File: src/rtl/evt_timer_pkg.sv
package evt_timer_pkg;

    // Register classes produced by the offset decoder
    typedef enum logic [2:0] {
        RGN_NONE,
        RGN_CAPS,
        RGN_GCFG,
        RGN_COUNT,
        RGN_TCFG,
        RGN_TCMP
    } rgn_e;

    // Main counter state machine
    typedef enum logic {
        CNT_HALTED,
        CNT_RUNNING
    } cnt_state_e;

    // Offsets of the 64-bit registers (byte addresses, qword aligned)
    localparam int OFS_CAPS     = 'h000;
    localparam int OFS_GCFG     = 'h010;
    localparam int OFS_COUNT    = 'h0F0;
    localparam int OFS_TMR_BASE = 'h100;
    localparam int TMR_STRIDE   = 32;
    localparam int TMR_CMP_OFS  = 8;

endpackage

File: src/rtl/evt_timer_decode.sv
module evt_timer_decode
    import evt_timer_pkg::*;
#(
    parameter int ADDR_W   = 12,
    parameter int N_TIMERS = 8,
    parameter int IDX_W    = 3
) (
    input  logic [ADDR_W-1:0] addr,
    input  logic [3:0]        size,
    input  logic [63:0]       wdata,
    output logic              acc_ok,
    output rgn_e              rgn,
    output logic [IDX_W-1:0]  tmr_idx,
    output logic              is_word,
    output logic              hi_half,
    output logic [63:0]       lane_data,
    output logic [63:0]       lane_mask
);

    localparam int TMR_END   = OFS_TMR_BASE + TMR_STRIDE * N_TIMERS;
    localparam int STRIDE_SH = $clog2(TMR_STRIDE);
    localparam int CMP_SLOT  = TMR_CMP_OFS / 8;

    logic              size_ok;
    logic              align_ok;
    logic [ADDR_W-1:0] qaddr;
    logic [ADDR_W-1:0] rel;
    logic [ADDR_W-1:0] slot;
    logic [1:0]        sub;

    // Size and natural alignment
    always_comb begin
        size_ok = (size == 4'd4) || (size == 4'd8);
        if (size == 4'd8) begin
            align_ok = (addr[2:0] == 3'b000);
        end else begin
            align_ok = (addr[1:0] == 2'b00);
        end
    end

    assign acc_ok  = size_ok && align_ok;
    assign is_word = (size == 4'd8);
    assign hi_half = (size == 4'd4) && addr[2];

    // Offset decode on the qword address
    assign qaddr = {addr[ADDR_W-1:3], 3'b000};
    assign rel   = qaddr - ADDR_W'(OFS_TMR_BASE);
    assign slot  = rel >> STRIDE_SH;
    assign sub   = rel[4:3];

    always_comb begin
        rgn     = RGN_NONE;
        tmr_idx = '0;
        if (int'(qaddr) == OFS_CAPS) begin
            rgn = RGN_CAPS;
        end else if (int'(qaddr) == OFS_GCFG) begin
            rgn = RGN_GCFG;
        end else if (int'(qaddr) == OFS_COUNT) begin
            rgn = RGN_COUNT;
        end else if (int'(qaddr) >= OFS_TMR_BASE && int'(qaddr) < TMR_END) begin
            tmr_idx = IDX_W'(slot);
            if (sub == 2'd0) begin
                rgn = RGN_TCFG;
            end else if (int'(sub) == CMP_SLOT) begin
                rgn = RGN_TCMP;
            end else begin
                rgn = RGN_NONE;
            end
        end
    end

    // Lane placement of write data and mask
    always_comb begin
        if (size == 4'd8) begin
            lane_data = wdata;
            lane_mask = {64{1'b1}};
        end else if (addr[2]) begin
            lane_data = {wdata[31:0], 32'h0};
            lane_mask = {{32{1'b1}}, 32'h0};
        end else begin
            lane_data = {32'h0, wdata[31:0]};
            lane_mask = {32'h0, {32{1'b1}}};
        end
    end

endmodule

File: src/rtl/evt_timer_counter.sv
module evt_timer_counter
    import evt_timer_pkg::*;
#(
    parameter int CNT_W = 32
) (
    input  logic             clk,
    input  logic             rst_n,
    input  logic             tick_en,
    input  logic             en_wr,
    input  logic             en_val,
    input  logic             load,
    input  logic [CNT_W-1:0] load_val,
    output logic [CNT_W-1:0] count,
    output logic             running
);

    cnt_state_e       state_q;
    cnt_state_e       state_d;
    logic [CNT_W-1:0] count_q;

    // Next state: START / STOP on enable writes, otherwise HOLD
    always_comb begin
        state_d = state_q;
        unique case (state_q)
            CNT_HALTED: begin
                if (en_wr && en_val) begin
                    state_d = CNT_RUNNING;
                end
            end
            CNT_RUNNING: begin
                if (en_wr && !en_val) begin
                    state_d = CNT_HALTED;
                end
            end
            default: state_d = CNT_HALTED;
        endcase
    end

    // State register
    always_ff @(posedge clk) begin
        if (!rst_n) begin
            state_q <= CNT_HALTED;
        end else begin
            state_q <= state_d;
        end
    end

    // Count register: load wins over a tick
    always_ff @(posedge clk) begin
        if (!rst_n) begin
            count_q <= '0;
        end else if (load) begin
            count_q <= load_val;
        end else if (state_q == CNT_RUNNING && tick_en) begin
            count_q <= count_q + CNT_W'(1);
        end
    end

    // Outputs
    always_comb begin
        count   = count_q;
        running = (state_q == CNT_RUNNING);
    end


    halted_hold_chk: assert property (@(posedge clk) disable iff (!rst_n)
        (state_q == CNT_HALTED && !load) |=> (count_q == $past(count_q)));


    running_step_chk: assert property (@(posedge clk) disable iff (!rst_n)
        (state_q == CNT_RUNNING && tick_en && !load) |=> (count_q == $past(count_q) + CNT_W'(1)));


    load_take_chk: assert property (@(posedge clk) disable iff (!rst_n)
        load |=> (count_q == $past(load_val)));

endmodule

File: src/rtl/evt_timer_readpath.sv
module evt_timer_readpath
    import evt_timer_pkg::*;
#(
    parameter int          CNT_W = 32,
    parameter logic [63:0] CAPS  = 64'h0
) (
    input  logic             clk,
    input  logic             rst_n,
    input  logic             rd_go,
    input  logic             acc_ok,
    input  rgn_e             rgn,
    input  logic             is_word,
    input  logic             hi_half,
    input  logic             running,
    input  logic [CNT_W-1:0] count,
    input  logic [63:0]      ch_rd_data,
    output logic             rvalid,
    output logic [63:0]      rdata
);

    logic [63:0] sel64;
    logic [63:0] shaped;

    // Register select
    always_comb begin
        unique case (rgn)
            RGN_CAPS:  sel64 = CAPS;
            RGN_GCFG:  sel64 = {63'h0, running};
            RGN_COUNT: sel64 = {{(64-CNT_W){1'b0}}, count};
            RGN_TCFG:  sel64 = ch_rd_data;
            RGN_TCMP:  sel64 = ch_rd_data;
            default:   sel64 = 64'h0;
        endcase
    end

    // Size shaping: dropped accesses read zero, halves are zero-extended
    always_comb begin
        if (!acc_ok) begin
            shaped = 64'h0;
        end else if (is_word) begin
            shaped = sel64;
        end else if (hi_half) begin
            shaped = {32'h0, sel64[63:32]};
        end else begin
            shaped = {32'h0, sel64[31:0]};
        end
    end

    always_ff @(posedge clk) begin
        if (!rst_n) begin
            rvalid <= 1'b0;
            rdata  <= 64'h0;
        end else begin
            rvalid <= rd_go;
            rdata  <= rd_go ? shaped : 64'h0;
        end
    end


    bad_read_zero_chk: assert property (@(posedge clk) disable iff (!rst_n)
        (rd_go && !acc_ok) |=> (rvalid && rdata == 64'h0));


    half_read_ext_chk: assert property (@(posedge clk) disable iff (!rst_n)
        (rd_go && !is_word) |=> (rdata[63:32] == 32'h0));

endmodule

File: src/rtl/evt_timer_regs.sv
module evt_timer_regs
    import evt_timer_pkg::*;
#(
    parameter int          ADDR_W    = 12,
    parameter int          N_TIMERS  = 8,
    parameter int          TICK_LOG2 = 24,
    parameter logic [15:0] VENDOR_ID = 16'h8086,
    parameter logic [7:0]  REVISION  = 8'h01,
    localparam int         IDX_W     = (N_TIMERS > 1) ? $clog2(N_TIMERS) : 1,
    localparam int         CNT_W     = 32
) (
    input  logic              clk,
    input  logic              rst_n,
    input  logic              tick_en,
    input  logic              acc_valid,
    input  logic              acc_write,
    input  logic [ADDR_W-1:0] acc_addr,
    input  logic [3:0]        acc_size,
    input  logic [63:0]       acc_wdata,
    output logic              acc_rvalid,
    output logic [63:0]       acc_rdata,
    output logic [IDX_W-1:0]  ch_rd_idx,
    output logic              ch_rd_cfg,
    input  logic [63:0]       ch_rd_data,
    output logic              ch_wr_valid,
    output logic [IDX_W-1:0]  ch_wr_idx,
    output logic              ch_wr_cfg,
    output logic [63:0]       ch_wr_data,
    output logic [63:0]       ch_wr_mask,
    output logic [CNT_W-1:0]  cnt_value,
    output logic              cnt_running
);

    localparam logic [31:0] PERIOD_FS = 32'(64'd1000000000000000 >> TICK_LOG2);
    localparam logic [63:0] CAPS_WORD = {PERIOD_FS, VENDOR_ID, 3'b000,
                                         5'(N_TIMERS - 1), REVISION};

    logic             acc_ok;
    rgn_e             rgn;
    logic [IDX_W-1:0] tmr_idx;
    logic             is_word;
    logic             hi_half;
    logic [63:0]      lane_data;
    logic [63:0]      lane_mask;
    logic             wr_go;
    logic             rd_go;
    logic             en_wr;
    logic             en_val;
    logic             cnt_load;
    logic [CNT_W-1:0] cnt_load_val;
    logic             tmr_wr;

    evt_timer_decode #(
        .ADDR_W   (ADDR_W),
        .N_TIMERS (N_TIMERS),
        .IDX_W    (IDX_W)
    ) u_decode (
        .addr      (acc_addr),
        .size      (acc_size),
        .wdata     (acc_wdata),
        .acc_ok    (acc_ok),
        .rgn       (rgn),
        .tmr_idx   (tmr_idx),
        .is_word   (is_word),
        .hi_half   (hi_half),
        .lane_data (lane_data),
        .lane_mask (lane_mask)
    );

    assign wr_go = acc_valid && acc_write && acc_ok;
    assign rd_go = acc_valid && !acc_write;

    // Configuration merge: only bit 0 is stored, legacy bit never kept
    assign en_wr  = wr_go && (rgn == RGN_GCFG);
    assign en_val = lane_mask[0] ? lane_data[0] : cnt_running;

    // Counter merge on the low 32 lanes (upper bits are zero-extension)
    assign cnt_load     = wr_go && (rgn == RGN_COUNT);
    assign cnt_load_val = (cnt_value & ~lane_mask[CNT_W-1:0]) |
                          (lane_data[CNT_W-1:0] & lane_mask[CNT_W-1:0]);

    evt_timer_counter #(
        .CNT_W (CNT_W)
    ) u_counter (
        .clk      (clk),
        .rst_n    (rst_n),
        .tick_en  (tick_en),
        .en_wr    (en_wr),
        .en_val   (en_val),
        .load     (cnt_load),
        .load_val (cnt_load_val),
        .count    (cnt_value),
        .running  (cnt_running)
    );

    evt_timer_readpath #(
        .CNT_W (CNT_W),
        .CAPS  (CAPS_WORD)
    ) u_readpath (
        .clk        (clk),
        .rst_n      (rst_n),
        .rd_go      (rd_go),
        .acc_ok     (acc_ok),
        .rgn        (rgn),
        .is_word    (is_word),
        .hi_half    (hi_half),
        .running    (cnt_running),
        .count      (cnt_value),
        .ch_rd_data (ch_rd_data),
        .rvalid     (acc_rvalid),
        .rdata      (acc_rdata)
    );

    // Channel read select follows the current request
    assign ch_rd_idx = tmr_idx;
    assign ch_rd_cfg = (rgn == RGN_TCFG);

    // Channel write forwarding
    assign tmr_wr = wr_go && ((rgn == RGN_TCFG) || (rgn == RGN_TCMP));

    always_ff @(posedge clk) begin
        if (!rst_n) begin
            ch_wr_valid <= 1'b0;
            ch_wr_idx   <= '0;
            ch_wr_cfg   <= 1'b0;
            ch_wr_data  <= 64'h0;
            ch_wr_mask  <= 64'h0;
        end else begin
            ch_wr_valid <= tmr_wr;
            if (tmr_wr) begin
                ch_wr_idx  <= tmr_idx;
                ch_wr_cfg  <= (rgn == RGN_TCFG);
                ch_wr_data <= lane_data;
                ch_wr_mask <= lane_mask;
            end
        end
    end


    bad_size_no_fwd_chk: assert property (@(posedge clk) disable iff (!rst_n)
        (acc_valid && acc_write && acc_size != 4'd4 && acc_size != 4'd8) |=> !ch_wr_valid);


    read_no_fwd_chk: assert property (@(posedge clk) disable iff (!rst_n)
        (acc_valid && !acc_write) |=> !ch_wr_valid);


    fwd_mask_shape_chk: assert property (@(posedge clk) disable iff (!rst_n)
        ch_wr_valid |-> (ch_wr_mask == {64{1'b1}} ||
                         ch_wr_mask == {{32{1'b1}}, 32'h0} ||
                         ch_wr_mask == {32'h0, {32{1'b1}}}));


    rvalid_pulse_chk: assert property (@(posedge clk) disable iff (!rst_n)
        (acc_valid && !acc_write) |=> acc_rvalid);

endmodule

File: config.mk
export PLATFORM = sky130hd
export DESIGN_NAME = evt_timer_regs
export DESIGN_NICKNAME = d
export VERILOG_FILES = /design/src/rtl/evt_timer_pkg.sv /design/src/rtl/evt_timer_decode.sv /design/src/rtl/evt_timer_counter.sv /design/src/rtl/evt_timer_readpath.sv /design/src/rtl/evt_timer_regs.sv
export SDC_FILE = /design/constraint.sdc
export NUM_CORES = 1
export LEC_CHECK = 0
export BUFFER_PORTS_ARGS = -buffer_cell sky130_fd_sc_hd__buf_4
export CORE_MARGIN = 2
export CORE_UTILIZATION = 35
export DETAILED_ROUTE_END_ITERATION = 12
export SLEW_MARGIN = 0
export SYNTH_ARGS = -nofsm -noshare
export SYNTH_HDL_FRONTEND = slang
export SYNTH_SLANG_ARGS = --single-unit
File: constraint.sdc
create_clock -name clk -period 3.7 [get_ports clk]
set_input_delay 0.925 -clock clk [delete_from_list [all_inputs] [get_ports clk]]
set_output_delay 0.925 -clock clk [all_outputs]
set_load 0.1 [all_outputs]
## After elaboration in Yosys (flattened, before gate mapping)

Index checks and enable logic that the tools add are counted.

| word-level totals | value |
|---|---|
| output and inout bits | 235 |
| ROM bits | 0 |
| bits in latches | 0 |
| memories | 0 |
| bits in writable memories | 0 |
| input port bits | 149 |
| word-level logic and storage cells | 75 |
| flip-flop bits (word level) | 231 |

| operators by class | value |
|---|---|
| add/subtract/negate cells | 2 |
| multiplexer cells | 24 |
| shifts and indexed selects | 0 |
| bitwise gates (word level) | 5 |
| divide/modulo/power cells | 0 |
| order comparisons | 2 |
| reduce and logical (&&, ||, !) cells | 23 |
| equal/unequal tests | 10 |
| $mul | 0 |

Operators by type and width:

| cell | number |
|---|---|
| 2-to-1 mux 64 bit | 5 |
| one-hot mux 64 bit (4 select lines) | 1 |
| 2-to-1 mux 32 bit | 3 |
| bitwise AND 32 bit | 2 |
| adder 32 x 1 -> 32 bit (second input constant) | 1 |
| NOT 32 bit | 1 |
| OR 32 bit | 1 |
| 2-to-1 mux 3 bit | 10 |
| >= comparator 12 x 9 -> 1 bit (second input constant) | 1 |
| logical AND 1 bit | 12 |
| logical NOT 12 bit | 1 |
| < comparator 12 x 10 -> 1 bit (second input constant) | 1 |
| equality test 9 x 3 -> 1 bit (second input constant) | 1 |
| equality test 9 x 6 -> 1 bit (second input constant) | 1 |
| subtractor 8 x 1 -> 8 bit (second input constant) | 1 |
| equality test 3 x 2 -> 1 bit (second input constant) | 2 |
| equality test 3 bit (second input constant) | 2 |
| equality test 4 x 3 -> 1 bit (second input constant) | 1 |
| equality test 4 bit (second input constant) | 1 |
| logical NOT 2 bit | 2 |
| 2-to-1 mux 1 bit | 4 |
| equality test 3 x 1 -> 1 bit (second input constant) | 1 |
| logical NOT 3 bit | 1 |
| AND reduction 3 bit | 1 |
| other kinds (7) | 9 |

## Logic depth before layout (Yosys ltp)

| depth | value |
|---|---|
| depth in word-level cells | 13 |
| depth in mapped cells | 8 |
| mapped depth without buffers | 6 |

## Cells and area by module

Synthesis repeated with hierarchy kept, for this count alone.

| second synthesis, totals | value |
|---|---|
| cells, all modules | 1352 |
| area, all modules | 11443.5 µm² |

By module, submodules not included:

| module | area each (µm²) | cells an instance | times used | sequential area each (µm²) |
|---|---|---|---|---|
| evt_timer_regs | 5662.9 | 616 | 1 | 2662.6 |
| evt_timer_readpath | 2608.8 | 271 | 1 | 1301.2 |
| evt_timer_counter | 1868.0 | 235 | 1 | 660.6 |
| evt_timer_decode | 1303.8 | 230 | 1 | 0.0 |

## Worst setup path before layout

No wires, ideal clock.

| timing | value |
|---|---|
| path type | input-to-output |
| start point | in acc_addr[9] |
| end point | out ch_rd_cfg |
| cell stages on the path | 3 |
| path slack | -0.081 ns |
| buffers on the path | 0 |
| data required time | 2.775 ns |
| data arrival time | 2.856 ns |
| cells stage by stage | nor4b_1 nand2_1 nor2_1 |

| between the ends | value |
|---|---|
| word-level cells in the longest chain between the ends | 7 |
| elaborated cells on any way between the ends | 11 |
| those cells by class | order compare: 2; eq/ne: 3; mux: 4; reduce/logical: 2 |

RTL lines:

| element | RTL line | source |
|---|---|---|
| start, declared | evt_timer_regs.sv:17 | `input logic [ADDR_W-1:0] acc_addr,` |
| >= comparator 12 x 9 -> 1 bit or < comparator 12 x 10 -> 1 bit (tied branches) | evt_timer_decode.sv:60 | `end else if (int'(qaddr) >= OFS_TMR_BASE && int'(qaddr) < TMR_END) begin` |
| logical AND 1 bit | evt_timer_decode.sv:60 |  |
| 2-to-1 mux 3 bit | evt_timer_decode.sv:60 |  |
| 2-to-1 mux 3 bit | evt_timer_decode.sv:58 | `end else if (int'(qaddr) == OFS_COUNT) begin` |
| 2-to-1 mux 3 bit | evt_timer_decode.sv:56 | `end else if (int'(qaddr) == OFS_GCFG) begin` |
| 2-to-1 mux 3 bit (*) | evt_timer_decode.sv:54 | `if (int'(qaddr) == OFS_CAPS) begin` |
| equality test 3 bit (*) | evt_timer_regs.sv:116 | `assign ch_rd_cfg = (rgn == RGN_TCFG);` |
| end, declared | evt_timer_regs.sv:23 | `output logic ch_rd_cfg,` |

Mark *: on every way between the ends. The rest lies on a longest branch, timed or not.

## Final worst setup path

Same ends and word-level chain as after synthesis.

==> out/metrics.cfg <==
[worst_setup_path]
crit_arrival_ps=2320
rr_worst_depth=5
required_ps=2770
setup.worst_path.start_class=input port
crit_type=input port to output pin
cp_max_fo=5
end_kind=output pin

[clock_tree]
clock-sinks=169
insertion_delay_ps=440
clk_pin_slew_ps=70
htree_num_levels=4
cts_resized=0
cts_setup_buffers=0
hold_buffers=0
cts_buffers=17
root_buffer=clkbuf_16
cts_tree=built
cts_max_path_buffers=2

[job]
cap_violations=0

[timing]
setup_violations=0
slew_headroom=0.315
slew_violations=0
worstMarginPinSlew_ps=1030
fin_crit_ps=3250
setup_slack_ps=451
timing.fmax_mhz=308
rsz0062_at_grt=false
hold_violations=0
tns_ps=0
min_period_over_period=0.878
finClkSkew_ps=16.0

[place]
io_buffers=383
placed_cells=1585
gp_congestion=0.928
placed_area_um2=11000
hpwl_mm=24.7
place_ws_ps=482

[drt]
drt-total-wl_mm=33.3
firstDrtPassIters=5
avgViaCountPerCell=5.37
ant_nets=0
vias=8689
drc=0
wl_per_cell_um=20.6
drt_iter0_markers=718

[synthesis]
synthesis.nets=1153
postSynthAreaPerCell_um2=8.23
synth_area_um2=8260
ys_seq_elements=169
synthFlopType=dfxtp_1
syn_inst=1003
async_reset_ff_frac=0
yosys.cell_types.count=71
synth_warnings=0
ys_seq_area_frac=0.410
synth_edf_count=0

[floorplanning]
die-area_um2=24800
die_h_um=158
num_io_pins=384
die_w_um=158
start_util=0.354
num_rows=56
fp.coreArea_um2=23300

[global_route]
grt_pass1_wl_mm=49.0
grt_max_degree=71
antenna_found_initial=0
first_global_vias=8086
overflow=0
grt_util_all_layers=0.259

[power_and_ir_drop]
power_mw=3.91
leakage_nw=5.03
power_density_nw_per_um2=338
ir_worst_vdd_v=0.000289

[status]
status=complete, no violations

[finish]
finalNonFillerCells=1617
n_fill_cell=2325
multi_input_area_um2=4030
finalInstanceArea_um2=11600
areaGrowthSynthToFinish_pct=40.2
antenna_cells=0
layout_common_cells=410 x buf_4, 169 x dfxtp_1, 110 x nor2_1
final_nets=1435
ff_latch_area_um2=3380
drive_gt1_frac=0.364
layout_commonest_cell=buf_4

[worst_hold_path]
hold_class=flip-flop to flip-flop
holdPathStages=2

==> critical path: stages <==
cell	delay (ps)
buf_4	120
nor4b_1	660
nand2_1	200
nor2_2	120
buf_4	290
==> stage by stage <==
step / hold slack [ps] / utilization
floorplan: 883 / -
CTS: 454 / 0.496
detailed placement: 445 / 0.470
global placement: 438 / 0.470
finish: 450 / 0.496
global route: 473 / 0.496
==> final timing paths <==
check                                                  from                          end  slack (ps)
worst min register to register  ch_wr_data[28]$_SDFFE_PN0P_  ch_wr_data[28]$_SDFFE_PN0P_         450
worst min-delay path            ch_wr_data[28]$_SDFFE_PN0P_  ch_wr_data[28]$_SDFFE_PN0P_         450
worst max-delay path                            acc_addr[9]                    ch_rd_cfg         450
worst max register to register                    flip-flop                    flip-flop        1220
==> cell usage after synthesis (all sizes together), types with 3 or more instances <==
| cell | count | area (µm²) |
|---|---|---|
| and4 | 10 | 87.6 |
| o31ai | 8 | 60.1 |
| a211oi | 34 | 255 |
| mux2i | 5 | 50.1 |
| mux2 | 4 | 45.0 |
| a32oi | 16 | 140 |
| or3 | 3 | 18.8 |
| and2 | 22 | 138 |
| buf | 91 | 609 |
| a22o | 24 | 210 |
| nand2 | 100 | 375 |
| nor2b | 3 | 18.8 |
| a21o | 16 | 120 |
| a31oi | 5 | 31.3 |
| clkbuf | 58 | 219 |
| or4 | 6 | 48.8 |
| a21oi | 59 | 295 |
| nor3 | 46 | 252 |
| o31a | 5 | 43.8 |
| o21ai | 20 | 100 |
| and3 | 21 | 131 |
| nand3 | 52 | 260 |
| o2111a | 5 | 57.6 |
| a22oi | 17 | 128 |
| o41ai | 4 | 35.0 |
| o211ai | 6 | 45.0 |
| nor2 | 112 | 420 |
| nand4 | 11 | 75.1 |
| xnor2 | 5 | 43.8 |
| inv | 10 | 37.5 |
| nor4 | 15 | 130 |
| dfxtp | 169 | 3380 |
| a221o | 6 | 60.1 |
==> power by group <==
group	switching, mW	total, mW	internal [mW]
combinational	0.151	0.283	0.132
sequential	0.000251	1.82	1.82
clock	0.901	1.81	0.912
total	1.05	3.91	2.86
==> cell families (layout without fill, tap and decap cells) <==
kind of cell,after synthesis,after routing,synth area share
multiplexers,9,9,0.0115
AND/OR/NAND/NOR,409,409,0.246
buffers and inverters,159,454,0.105
AO/OA/AOI/OAI,250,250,0.220
flip-flops,169,169,0.410
XOR/XNOR,6,6,0.00636
adder cells (fa/ha/maj),1,1,0.00152
==> final cells by class <==
class                   count  share of cell area
multi-input cells         675               0.349
clock inverters            15              0.0152
clock buffers              17              0.0368
well taps                 319              0.0345
flip-flops and latches    169               0.292
repair buffers            412               0.269
inverters                  10             0.00324
==> metal layers <==
| metal | up-vias | share of wire | global-route usage |
|---|---|---|---|
| met5 | - | 0 | 0 |
| met4 | 0 | 0.021 | 0.0788 |
| met3 | 49 | 0.088 | 0.0641 |
| met2 | 426 | 0.48 | 0.429 |
| met1 | 4077 | 0.41 | 0.334 |
| li1 | 4137 | - | - |
(Power assumes the default switching activity.)
